[config.mk]
export PLATFORM = sky130hd
export DESIGN_NAME = sparb_top
export DESIGN_NICKNAME = d
export VERILOG_FILES = /design/src/rtl/sparb_pkg.sv /design/src/rtl/sparb_slot.sv /design/src/rtl/sparb_rr.sv /design/src/rtl/sparb_top.sv
export SDC_FILE = /design/constraint.sdc
export NUM_CORES = 1
export LEC_CHECK = 0
export BUFFER_PORTS_ARGS = -buffer_cell sky130_fd_sc_hd__buf_2
export CAP_MARGIN = 20
export CORE_MARGIN = 10
export CORE_UTILIZATION = 40
export DETAILED_ROUTE_END_ITERATION = 6
export GPL_TIMING_DRIVEN = 0
export RECOVER_POWER = 25
export SETUP_SLACK_MARGIN = 0.02
export SLEW_MARGIN = 20
export SYNTH_ARGS = -nofsm -noshare
export SYNTH_HDL_FRONTEND = slang
export SYNTH_SLANG_ARGS = --single-unit
[constraint.sdc]
create_clock -name clk -period 2.5 [get_ports clk]
set_clock_uncertainty 0.2 [all_clocks]
set_input_delay 0.25 -clock clk [delete_from_list [all_inputs] [get_ports clk]]
set_output_delay 0.25 -clock clk [all_outputs]
set_load 0.01 [all_outputs]
[src/rtl/sparb_pkg.sv]
package sparb_pkg;
  localparam int PHASE_W = 3;

  typedef enum logic [PHASE_W-1:0] {
    PH_IDLE       = 3'd0,
    PH_WAIT_LOAD  = 3'd1,
    PH_LOAD       = 3'd2,
    PH_COMPUTE    = 3'd3,
    PH_WAIT_STORE = 3'd4,
    PH_STORE      = 3'd5
  } phase_e;
endpackage

[src/rtl/sparb_slot.sv]
module sparb_slot
  import sparb_pkg::*;
(
  input  logic   clk,
  input  logic   rst_n,
  input  logic   start_i,
  input  logic   compute_done_i,
  input  logic   xfer_done_i,
  input  logic   win_i,
  output phase_e phase_o,
  output logic   holding_o,
  output logic   waiting_o
);
  phase_e ph_q, ph_d;

  always_comb begin
    ph_d = ph_q;
    unique case (ph_q)
      PH_IDLE:       if (start_i)        ph_d = PH_WAIT_LOAD;
      PH_WAIT_LOAD:  if (win_i)          ph_d = PH_LOAD;
      PH_LOAD:       if (xfer_done_i)    ph_d = PH_COMPUTE;
      PH_COMPUTE:    if (compute_done_i) ph_d = PH_WAIT_STORE;
      PH_WAIT_STORE: if (win_i)          ph_d = PH_STORE;
      PH_STORE:      if (xfer_done_i)    ph_d = start_i ? PH_WAIT_LOAD : PH_IDLE;
      default:                           ph_d = PH_IDLE;
    endcase
  end

  always_ff @(posedge clk) begin
    if (!rst_n) ph_q <= PH_IDLE;
    else        ph_q <= ph_d;
  end

  assign phase_o   = ph_q;
  assign holding_o = (ph_q == PH_LOAD) || (ph_q == PH_STORE);
  assign waiting_o = (ph_q == PH_WAIT_LOAD) || (ph_q == PH_WAIT_STORE);


  win_only_waiting_chk: assert property (@(posedge clk) disable iff (!rst_n)
    win_i |-> waiting_o);


  hold_until_done_chk: assert property (@(posedge clk) disable iff (!rst_n)
    (holding_o && !xfer_done_i) |=> (holding_o && $stable(phase_o)));


  compute_exit_chk: assert property (@(posedge clk) disable iff (!rst_n)
    (phase_o == PH_COMPUTE && compute_done_i) |=> (phase_o == PH_WAIT_STORE));
endmodule

[src/rtl/sparb_rr.sv]
module sparb_rr #(
  parameter int NREQ = 4
) (
  input  logic            clk,
  input  logic            rst_n,
  input  logic            enable_i,
  input  logic [NREQ-1:0] cand_i,
  output logic [NREQ-1:0] win_o
);
  localparam int IDX_W = (NREQ > 1) ? $clog2(NREQ) : 1;

  logic [IDX_W-1:0] last_q;
  logic [IDX_W-1:0] pick_idx;
  logic             found;

  always_comb begin
    found    = 1'b0;
    pick_idx = '0;
    for (int k = 1; k <= NREQ; k++) begin
      int idx;
      idx = int'(last_q) + k;
      if (idx >= NREQ) idx = idx - NREQ;
      if (!found && cand_i[idx]) begin
        found    = 1'b1;
        pick_idx = IDX_W'(idx);
      end
    end
  end

  always_comb begin
    win_o = '0;
    if (enable_i && found) win_o[pick_idx] = 1'b1;
  end

  always_ff @(posedge clk) begin
    if (!rst_n)                 last_q <= IDX_W'(NREQ - 1);
    else if (enable_i && found) last_q <= pick_idx;
  end


  one_winner_chk: assert property (@(posedge clk) disable iff (!rst_n)
    $onehot0(win_o));


  winner_is_candidate_chk: assert property (@(posedge clk) disable iff (!rst_n)
    (win_o & ~cand_i) == '0);
endmodule

[src/rtl/sparb_top.sv]
module sparb_top
  import sparb_pkg::*;
#(
  parameter int NREQ = 4
) (
  input  logic                    clk,
  input  logic                    rst_n,
  input  logic [NREQ-1:0]         start_i,
  input  logic [NREQ-1:0]         compute_done_i,
  input  logic [NREQ-1:0]         xfer_done_i,
  output logic [NREQ-1:0]         grant_o,
  output logic [PHASE_W*NREQ-1:0] phase_o
);
  logic [NREQ-1:0] holding;
  logic [NREQ-1:0] waiting;
  logic [NREQ-1:0] win;
  logic            token_free;

  // token can move this cycle if nobody holds it or the holder is finishing
  assign token_free = ~|holding || |(holding & xfer_done_i);

  sparb_rr #(.NREQ(NREQ)) u_rr (
    .clk      (clk),
    .rst_n    (rst_n),
    .enable_i (token_free),
    .cand_i   (waiting),
    .win_o    (win)
  );

  for (genvar i = 0; i < NREQ; i++) begin : g_slot
    phase_e ph;
    sparb_slot u_slot (
      .clk            (clk),
      .rst_n          (rst_n),
      .start_i        (start_i[i]),
      .compute_done_i (compute_done_i[i]),
      .xfer_done_i    (xfer_done_i[i]),
      .win_i          (win[i]),
      .phase_o        (ph),
      .holding_o      (holding[i]),
      .waiting_o      (waiting[i])
    );
    assign phase_o[PHASE_W*i +: PHASE_W] = ph;
  end

  assign grant_o = holding;


  single_holder_chk: assert property (@(posedge clk) disable iff (!rst_n)
    $onehot0(holding));


  handoff_chk: assert property (@(posedge clk) disable iff (!rst_n)
    (token_free && |waiting) |=> |holding);
endmodule

==> flow_summary.json, run 1 <==
{
  "tritoncts.num_buffers": 3,
  "peakVddDrop_mv": 0.4795,
  "dieArea_um2": 5803,
  "cts_tree": "built",
  "relSlewSlack": 0.6046,
  "num_io_pins": 30,
  "synthMuxAreaShare": 0.06442,
  "setup_viol": 1,
  "synthTopCellsByArea": "dfxtp_1, mux2i_1, buf_4",
  "end_kind": "flop",
  "clkPwrFrac": 0.100,
  "ys_types": 56,
  "fin_util": 0.5698,
  "syn_area_um2": 1262,
  "synth-simple-area-share": 0.2805,
  "cts.sinks": 14,
  "numPortBuffers": 29,
  "worstPathMaxFanout": 4,
  "r2r_end": "g_slot[0].u_slot.phase_o[0]$_SDFFE_PN0P_",
  "drt-initial-drc-count": 80,
  "layout-drive-gt1-share": 0.4265,
  "routed_wirelength_mm": 3.901,
  "power_density_nw_per_um2": 1015,
  "cts-root-buf": "clkbuf_4",
  "maxCapViolations": 0,
  "maxSlewViolCount": 0,
  "post-route-period-util": 1.005,
  "synth_top_area_frac": 0.2220,
  "path_cells": "buf_6 > nor3b_2 > a21o_1 > or4_4 > a211o_1 > or4b_1 > o311ai_1",
  "grt_max_degree": 11,
  "holdPathStages": 3,
  "synth-async-reset-ratio": 0,
  "core_um2": 3028,
  "synth_top_family_by_area": "compound AO/OA/AOI/OAI gates",
  "p_comb_frac": 0.705,
  "synth_compound_area_frac": 0.3082,
  "synth_fa_ha_area_frac": 0,
  "yosysMostFrequentCell": "nand2_1",
  "grt_first_pass_wirelength_mm": 6.354,
  "worst_hold_path_type": "input port to flop",
  "tightestPinTransition_ns": 0.5931,
  "r2r_slack_ns": -0.01,
  "viasPerCell": 5.784,
  "p_switching_mw": 0.8189,
  "crit_family": "simple AND/OR/NAND/NOR gates",
  "synth_common_cells": "nand2_1, dfxtp_1, nor2_1",
  "synth_top_area_cell": "dfxtp_1",
  "dominantRegCellSynth": "dfxtp_1",
  "clock_path_buffers": 2,
  "synth-edff-count": 0,
  "fin_nets": 226,
  "antenna_cells": 0,
  "holdBufCountCts": 0,
  "timing.final.ws_setup_ns": -0.01365,
  "p_leak_nw": 0.7339,
  "synthXorXnorAreaFrac": 0.02775,
  "dr.pass1.iters": 4,
  "clkTransAtPathRegs_ns": 0.10,
  "synth_seq_cells": 14,
  "sequentialPowerShare": 0.195,
  "initial_core_util": 0.4169,
  "synth_cells": 163,
  "area.sequential_um2": 289.0,
  "run_status": "finished with violations",
  "reg2reg_from": "g_slot[1].u_slot.phase_o[0]$_SDFFE_PN0P_",
  "path_class": "flop to flop",
  "slowest_delay_ns": 0.54,
  "track_usage": 0.1268,
  "reg2reg_depth": 7,
  "max_freq_mhz": 397.8,
  "place.gp.congestion": 0.8249,
  "rsz0062_at_grt": "true",
  "start_kind": "flop",
  "final_cell_area_um2": 1725,
  "synthToLayoutAreaGrowth_pct": 36.67,
  "yosys_warnings": 0,
  "drc_errors": 0,
  "crit_buf_inv": 1,
  "clock_latency_ns": 0.29,
  "min_to": "g_slot[1].u_slot.phase_o[2]$_SDFFE_PN0P_",
  "finalCriticalPeriod_ns": 2.514,
  "swShare": 0.4674,
  "grt_pass1_vias": 1399,
  "wl_per_cell_um": 15.30,
  "fillers": 308,
  "violations": "setup timing",
  "antenna_found_initial": 0,
  "synthesis.nets": 177,
  "cp_data_required_time_ns": 2.49,
  "syn_area_per_cell_um2": 7.745,
  "vias": 1475,
  "ys_seq_area_frac": 0.2220,
  "power_mw": 1.752,
  "antenna_left": 0,
  "place_worst_setup_slack_ns": -0.1715,
  "h-tree-depth": 1,
  "fp.dieW_um": 76.18,
  "cp_slowest_cell": "or4_4",
  "dp_hpwl_mm": 2.775,
  "grt_overflow": 0,
  "setup_tns_ns": -0.01365,
  "multi_input_area_um2": 937.1,
  "crit_arrival_ns": 2.51,
  "die_y_um": 76.18,
  "internal-power_mw": 0.9329,
  "placed_cell_area_um2": 1463,
  "std_cell_rows": 20,
  "final_hold_viol_count": 0,
  "hp-start": "compute_done_i[1]"
}
## how the worst max path moves through the flow
| stage | from | end | slack, ns | cells past startpoint |
|---|---|---|---|---|
| floorplan | g_slot[1].u_slot.phase_o[0]$_SDFFE_PN0P_ | g_slot[0].u_slot.phase_o[0]$_SDFFE_PN0P_ | 0.05 | 7 |
| global placement | g_slot[1].u_slot.phase_o[0]$_SDFFE_PN0P_ | g_slot[1].u_slot.phase_o[0]$_SDFFE_PN0P_ | -0.16 | 7 |
| detailed placement | g_slot[1].u_slot.phase_o[0]$_SDFFE_PN0P_ | g_slot[1].u_slot.phase_o[0]$_SDFFE_PN0P_ | -0.17 | 7 |
| CTS | g_slot[3].u_slot.phase_o[2]$_SDFFE_PN0P_ | g_slot[0].u_slot.phase_o[0]$_SDFFE_PN0P_ | -0.00007 | 7 |
| global route | g_slot[1].u_slot.phase_o[0]$_SDFFE_PN0P_ | g_slot[0].u_slot.phase_o[0]$_SDFFE_PN0P_ | -0.10 | 7 |
| finish | g_slot[1].u_slot.phase_o[0]$_SDFFE_PN0P_ | g_slot[0].u_slot.phase_o[0]$_SDFFE_PN0P_ | -0.01 | 7 |
## worst min-delay path, cell delays in order
cell and delay [ns]:
buf_2 0.12, nand4_1 0.08, a21oi_1 0.06
## layout make-up
class                           instances  area share
Clock buffer                            4     0.02103
Multi-Input combinational cell        128      0.5431
Inverter                                4    0.008702
Sequential cell                        14      0.1675
Timing Repair Buffer                   45      0.1537
Tap cell                               44     0.03191
Buffer                                 16     0.07397
## repair_timing
| item | 4_1_cts | 5_1_grt |
|---|---|---|
| gates cloned | 0 | 0 |
| gates resized for setup | 22 | 11 |
| setup buffers | 5 | 11 |
| endpoints found under the setup margin | 4 | 6 |
| pin swaps | 4 | 4 |
## routing by layer
layer / global-route usage / vias up / part of all wire
met5: 0 / - / 0
met4: 0.04461 / 0 / 0.016
met3: 0.03184 / 7 / 0.037
met2: 0.2117 / 33 / 0.48
met1: 0.1529 / 711 / 0.47
li1: - / 724 / -
## kinds of logic after synthesis
logic type / after synthesis
buffers and inverters: 21
multiplexers: 8
XOR/XNOR: 4
AND/OR/NAND/NOR: 64
flip-flops: 14
AO/OA/AOI/OAI: 52
## registers in the layout (all words and copies together) (netlist names)
name / cells
g_slot.u_slot.phase_o: 12
u_rr.last_q: 2
## power by group through the flow
stage	clock network, mW	logic, mW	registers, mW
floorplan	0	0.731	0.348
global route	0.188	1.34	0.352
finish	0.176	1.23	0.342
CTS	0.181	1.12	0.340
detailed placement	0	1.00	0.337
global placement	0	0.989	0.334
## layout by cell type, fill, tap and decap left out, drive strengths merged, types with 3 or more instances in the layout
cell	n
a2111oi	3
a211o	3
a211oi	3
a21oi	7
a32oi	3
buf	57
clkbuf	8
dfxtp	14
inv	3
mux2i	7
nand2	16
nand2b	4
nand3	6
nor2	14
nor3	5
nor3b	3
o21ai	5
o22ai	4
xnor2	3
## stage by stage
stage,std cells,hold slack (ns)
final,255,0.05012
after global routing,255,0.06122
after CTS,245,0.04799
after detailed placement,236,0.3145
after global placement,236,0.3056
after floorplan,163,0.2214
(Power assumes the default switching activity.)
==> run 2, diff against run 1 <==
--- a/config.mk
+++ b/config.mk
@@ -5,15 +5,18 @@
 export SDC_FILE = /design/constraint.sdc
 export NUM_CORES = 1
 export LEC_CHECK = 0
-export BUFFER_PORTS_ARGS = -buffer_cell sky130_fd_sc_hd__buf_2
 export CAP_MARGIN = 20
+export CELL_PAD_IN_SITES_DETAIL_PLACEMENT = 1
+export CELL_PAD_IN_SITES_GLOBAL_PLACEMENT = 2
 export CORE_MARGIN = 10
-export CORE_UTILIZATION = 40
+export CORE_UTILIZATION = 32
 export DETAILED_ROUTE_END_ITERATION = 6
+export DONT_BUFFER_PORTS = 1
 export GPL_TIMING_DRIVEN = 0
+export PLACE_DENSITY_LB_ADDON = 0.1
 export RECOVER_POWER = 25
 export SETUP_SLACK_MARGIN = 0.02
-export SLEW_MARGIN = 20
+export SLEW_MARGIN = 10
 export SYNTH_ARGS = -nofsm -noshare
 export SYNTH_HDL_FRONTEND = slang
 export SYNTH_SLANG_ARGS = --single-unit
==> flow_summary.json, run 2 (synthesis gave the netlist of run 1 again) <==
{
  "fillers": 462,
  "cts.sinks": 14,
  "worst_hold_path_type": "input port to flop",
  "initial_core_util": 0.3372,
  "tritoncts.num_buffers": 3,
  "hold_slack_ns": 0.05056,
  "start_kind": "flop",
  "holdPathStages": 2,
  "fp.dieW_um": 82.81,
  "r2r_slack_ns": -0.06,
  "numPortBuffers": 0,
  "synthToLayoutAreaGrowth_pct": 41.03,
  "layout-drive-gt1-share": 0.4032,
  "dp_hpwl_mm": 3.042,
  "drt-initial-drc-count": 56,
  "grt_max_degree": 11,
  "end_kind": "flop",
  "path_class": "flop to flop",
  "viasPerCell": 5.774,
  "antenna_cells": 0,
  "tightestPinTransition_ns": 0.5904,
  "final_common_cell": "buf_4",
  "clock_latency_ns": 0.25,
  "final_cell_mix": "buf_4, nand2_1, nor2_1",
  "reg2reg_depth": 7,
  "track_usage": 0.1153,
  "antenna_found_initial": 0,
  "post-route-period-util": 1.025,
  "cp_slowest_cell": "or4_4",
  "slowest_delay_ns": 0.56,
  "die_y_um": 82.81,
  "wl_per_cell_um": 19.24,
  "crit_arrival_ns": 2.52,
  "largest_register_ff_count": 12,
  "grt_first_pass_wirelength_mm": 6.803,
  "cts-root-buf": "clkbuf_8",
  "std_cell_rows": 22,
  "path_cells": "buf_8 > nor3b_2 > a21o_1 > or4_4 > a211o_1 > or4b_4 > o311ai_2",
  "setup_tns_ns": -0.07639,
  "fin_nets": 202,
  "clkTransAtPathRegs_ns": 0.06,
  "peakVddDrop_mv": 0.4147,
  "multi_input_area_um2": 1033,
  "max_freq_mhz": 390.2,
  "finalCriticalPeriod_ns": 2.563,
  "h-tree-depth": 1,
  "final_hold_viol_count": 0,
  "antenna_left": 0,
  "maxSlewViolCount": 0,
  "cts_tree": "built",
  "vias": 1351,
  "run_status": "finished with violations",
  "power_density_nw_per_um2": 1107,
  "grt_pass1_vias": 1356,
  "num_io_pins": 30,
  "relSlewSlack": 0.6030,
  "core_um2": 3744,
  "rsz0062_at_grt": "true",
  "dieArea_um2": 6858,
  "grt_overflow": 0,
  "timing.final.ws_setup_ns": -0.06272,
  "violations": "setup timing",
  "cp_data_required_time_ns": 2.45,
  "routed_wirelength_mm": 4.502,
  "power_mw": 1.970,
  "maxCapViolations": 0,
  "place.gp.congestion": 0.7923,
  "worstPathMaxFanout": 7,
  "p_leak_nw": 0.6587,
  "setup_viol": 2,
  "area.sequential_um2": 306.5,
  "clock_path_buffers": 2,
  "drc_errors": 0,
  "dr.pass1.iters": 4
}
## run 2: cell types whose count changed in the layout (fill, tap and decap cells not counted), sizes merged
| cell | before | now |
|---|---|---|
| buf | 57 | 30 |
| dlygate4sd3 | 0 | 3 |
| clkbuf | 8 | 7 |
## run 2: repair_timing
item / CTS / global route
endpoints found under the hold margin: 2 / 0
hold buffers: 3 / 0
gates resized for setup: 28 / 33
buffers inserted: 4 / 13
gates cloned: 0 / 1
setup endpoints to repair: 9 / 8
pin swaps: 4 / 8
## run 2: area by class of cell
type                            instances  share of cell area
Multi-Input combinational cell        128              0.5805
Tap cell                               48             0.03373
Inverter                                4            0.008433
Buffer                                 17             0.08784
Clock buffer                            3             0.02319
Timing Repair Buffer                   20             0.09417
Sequential cell                        14              0.1722
## run 2: path summary, 6_finish.rpt
check | startpoint | end
max | g_slot[1].u_slot.phase_o[0]$_SDFFE_PN0P_ | g_slot[0].u_slot.phase_o[0]$_SDFFE_PN0P_
min | xfer_done_i[2] | g_slot[2].u_slot.phase_o[2]$_SDFFE_PN0P_
max reg2reg | g_slot[1].u_slot.phase_o[0]$_SDFFE_PN0P_ | g_slot[0].u_slot.phase_o[0]$_SDFFE_PN0P_
min reg2reg | u_rr.last_q[0]$_SDFFE_PN1P_ | u_rr.last_q[0]$_SDFFE_PN1P_
## run 2: metal layers
metal,share of wire,track usage
met4,0.016,0.04615
met5,0,0
met3,0.047,0.03223
met1,0.42,0.1270
met2,0.52,0.2018
## run 2: power by group
group	switching, mW	leakage (nW)	internal [mW]	total (mW)
Sequential	0.0974	0.121	0.296	0.393
Combinational	0.719	0.516	0.666	1.39
Clock	0.0851	0.0216	0.107	0.192
Total	0.902	0.659	1.07	1.97
## run 2: worst max-delay path, delay by kind of cell, from the launching register on
family / cells / cell delay (ns)
flops: 1 / 0.37
simple gates: 3 / 1.14
buf+inv: 1 / 0.13
compound gates: 3 / 0.63
## run 2: metrics by stage
step           worst slack, ns  cells  utilization  instance area, µm²
2_1_floorplan          0.04616    163            -                1262
3_3_place_gp           -0.2360    211       0.3533                1323
3_5_place_dp           -0.2546    211       0.3533                1323
4_1_cts               -0.06981    221       0.4084                1529
5_1_grt                -0.1713    234       0.4756                1780
6_report              -0.06272    234       0.4756                1780
==> run 3, diff against run 2 <==
--- a/config.mk
+++ b/config.mk
@@ -8,7 +8,7 @@
 export CAP_MARGIN = 20
 export CELL_PAD_IN_SITES_DETAIL_PLACEMENT = 1
 export CELL_PAD_IN_SITES_GLOBAL_PLACEMENT = 2
-export CORE_MARGIN = 10
+export CORE_MARGIN = 5
 export CORE_UTILIZATION = 32
 export DETAILED_ROUTE_END_ITERATION = 6
 export DONT_BUFFER_PORTS = 1
==> constraint.sdc (replaced) <==
create_clock -name clk -period 2.2 [get_ports clk]
set_clock_uncertainty 0.2 [all_clocks]
set_input_delay 0.22 -clock clk [delete_from_list [all_inputs] [get_ports clk]]
set_output_delay 0.22 -clock clk [all_outputs]
set_load 0.01 [all_outputs]
==> flow_summary.json, run 3 (synthesis gave the netlist of run 1 again) <==
{
  "run_status": "finished with violations",
  "violations": "setup timing",
  "viasPerCell": 6.054,
  "power_density_nw_per_um2": 1299,
  "worstPathMaxFanout": 5,
  "num_io_pins": 30,
  "maxSlewViolCount": 0,
  "end_kind": "flop",
  "relSlewSlack": 0.6023,
  "numPortBuffers": 0,
  "slowest_delay_ns": 0.55,
  "cp_data_required_time_ns": 2.15,
  "finalCriticalPeriod_ns": 2.525,
  "crit_arrival_ns": 2.48,
  "antenna_cells": 0,
  "cts_tree": "built",
  "peakVddDrop_mv": 0.4284,
  "clkTransAtPathRegs_ns": 0.07,
  "hold_slack_ns": 0.01401,
  "crit_path_end": "g_slot[0].u_slot.phase_o[0]$_SDFFE_PN0P_",
  "routed_wirelength_mm": 4.771,
  "synthToLayoutAreaGrowth_pct": 46.88,
  "timing.final.ws_setup_ns": -0.3248,
  "dieArea_um2": 5301,
  "initial_core_util": 0.3372,
  "final_common_cell": "buf_4",
  "grt_overflow": 0,
  "r2r_end": "g_slot[0].u_slot.phase_o[0]$_SDFFE_PN0P_",
  "place.gp.congestion": 0.7744,
  "clock_latency_ns": 0.25,
  "holdPathStages": 2,
  "rsz0062_at_grt": "true",
  "reg2reg_from": "g_slot[1].u_slot.phase_o[2]$_SDFFE_PN0P_",
  "std_cell_rows": 22,
  "h-tree-depth": 1,
  "grt_pass1_vias": 1474,
  "largest_register_ff_count": 12,
  "clock_path_buffers": 2,
  "antenna_found_initial": 0,
  "p_leak_nw": 0.6857,
  "wl_per_cell_um": 19.96,
  "reg2reg_depth": 7,
  "grt_first_pass_wirelength_mm": 7.182,
  "setup_tns_ns": -1.245,
  "die_y_um": 72.81,
  "post-route-period-util": 1.148,
  "final_hold_viol_count": 0,
  "worst_hold_path_type": "input port to flop",
  "path_cells": "buf_6 > nor3b_2 > a21o_1 > or4_4 > a211o_1 > or4b_1 > o311ai_1",
  "fin_util": 0.4953,
  "cts-root-buf": "clkbuf_8",
  "dr.pass1.iters": 5,
  "fin_nets": 207,
  "drc_errors": 0,
  "track_usage": 0.1712,
  "core_um2": 3744,
  "tightestPinTransition_ns": 0.5965,
  "path_class": "flop to flop",
  "r2r_slack_ns": -0.32,
  "vias": 1447,
  "dp_hpwl_mm": 3.002,
  "drt-initial-drc-count": 90,
  "max_freq_mhz": 396.1,
  "cts.sinks": 14,
  "layout-drive-gt1-share": 0.4346,
  "tritoncts.num_buffers": 3,
  "antenna_left": 0,
  "start_kind": "flop",
  "crit_path_start": "g_slot[1].u_slot.phase_o[2]$_SDFFE_PN0P_",
  "cp_slowest_cell": "or4_4",
  "final_cell_mix": "buf_4, nand2_1, nor2_1",
  "maxCapViolations": 0,
  "grt_max_degree": 11,
  "fp.dieW_um": 72.81,
  "setup_viol": 9
}
==> run 3: what timing repair did <==
action	4_1_cts	5_1_grt
hold buffers	3	0
endpoints found under the setup margin	10	10
resized for setup	33	22
hold endpoints to repair	2	0
buffers inserted	9	13
pin swaps	7	8
==> run 3: report_power, final <==
group	internal, mW	total, mW	switching (mW)
combinational	0.820	1.74	0.916
clock	0.122	0.230	0.108
sequential	0.336	0.443	0.107
total	1.28	2.41	1.13
==> run 3: per-layer routing <==
metal,routed length (µm),track usage,share of wire
met5,0,0,0
met4,63,0.05533,0.013
met3,256,0.03994,0.054
met2,2482,0.2956,0.52
met1,1969,0.2079,0.41
==> run 3: per-stage QoR <==
stage | instances | power (mW) | area, µm² | setup slack, ns
2_1_floorplan | 163 | 1.237 | 1284 | -0.1713
3_3_place_gp | 211 | 1.463 | 1344 | -0.5052
3_5_place_dp | 211 | 1.489 | 1344 | -0.5575
4_1_cts | 226 | 2.088 | 1638 | -0.3502
5_1_grt | 239 | 2.535 | 1854 | -0.3772
6_report | 239 | 2.409 | 1854 | -0.3248
==> run 3: critical path, delay by kind of cell (launching register included) <==
kind	cells	cell delay [ns]
AOI/OAI and AO/OA	3	0.61
buffers and inverters	1	0.14
DFF	1	0.36
and+or+nand+nor	3	1.11
==> run 3: area by class of cell <==
cell class / count / area (µm²)
Buffer: 17 / 153.9
Clock buffer: 3 / 41.29
Fill cell: 456 / 1889
Inverter: 4 / 15.01
Multi-Input combinational cell: 128 / 1082
Sequential cell: 14 / 302.8
Tap cell: 48 / 60.06
Timing Repair Buffer: 25 / 198.9
==> run 3: how the worst min path moves through the flow <==
| stage | start | endpoint | slack [ns] |
|---|---|---|---|
| 6_report | xfer_done_i[3] | g_slot[3].u_slot.phase_o[2]$_SDFFE_PN0P_ | 0.01 |
| 5_1_grt | xfer_done_i[3] | g_slot[3].u_slot.phase_o[2]$_SDFFE_PN0P_ | 0.02 |
| 4_1_cts | xfer_done_i[2] | g_slot[2].u_slot.phase_o[2]$_SDFFE_PN0P_ | 0.02 |
| 3_5_place_dp | compute_done_i[1] | g_slot[1].u_slot.phase_o[2]$_SDFFE_PN0P_ | 0.20 |
| 3_3_place_gp | compute_done_i[1] | g_slot[1].u_slot.phase_o[2]$_SDFFE_PN0P_ | 0.19 |
| 2_1_floorplan | compute_done_i[1] | g_slot[1].u_slot.phase_o[2]$_SDFFE_PN0P_ | 0.18 |
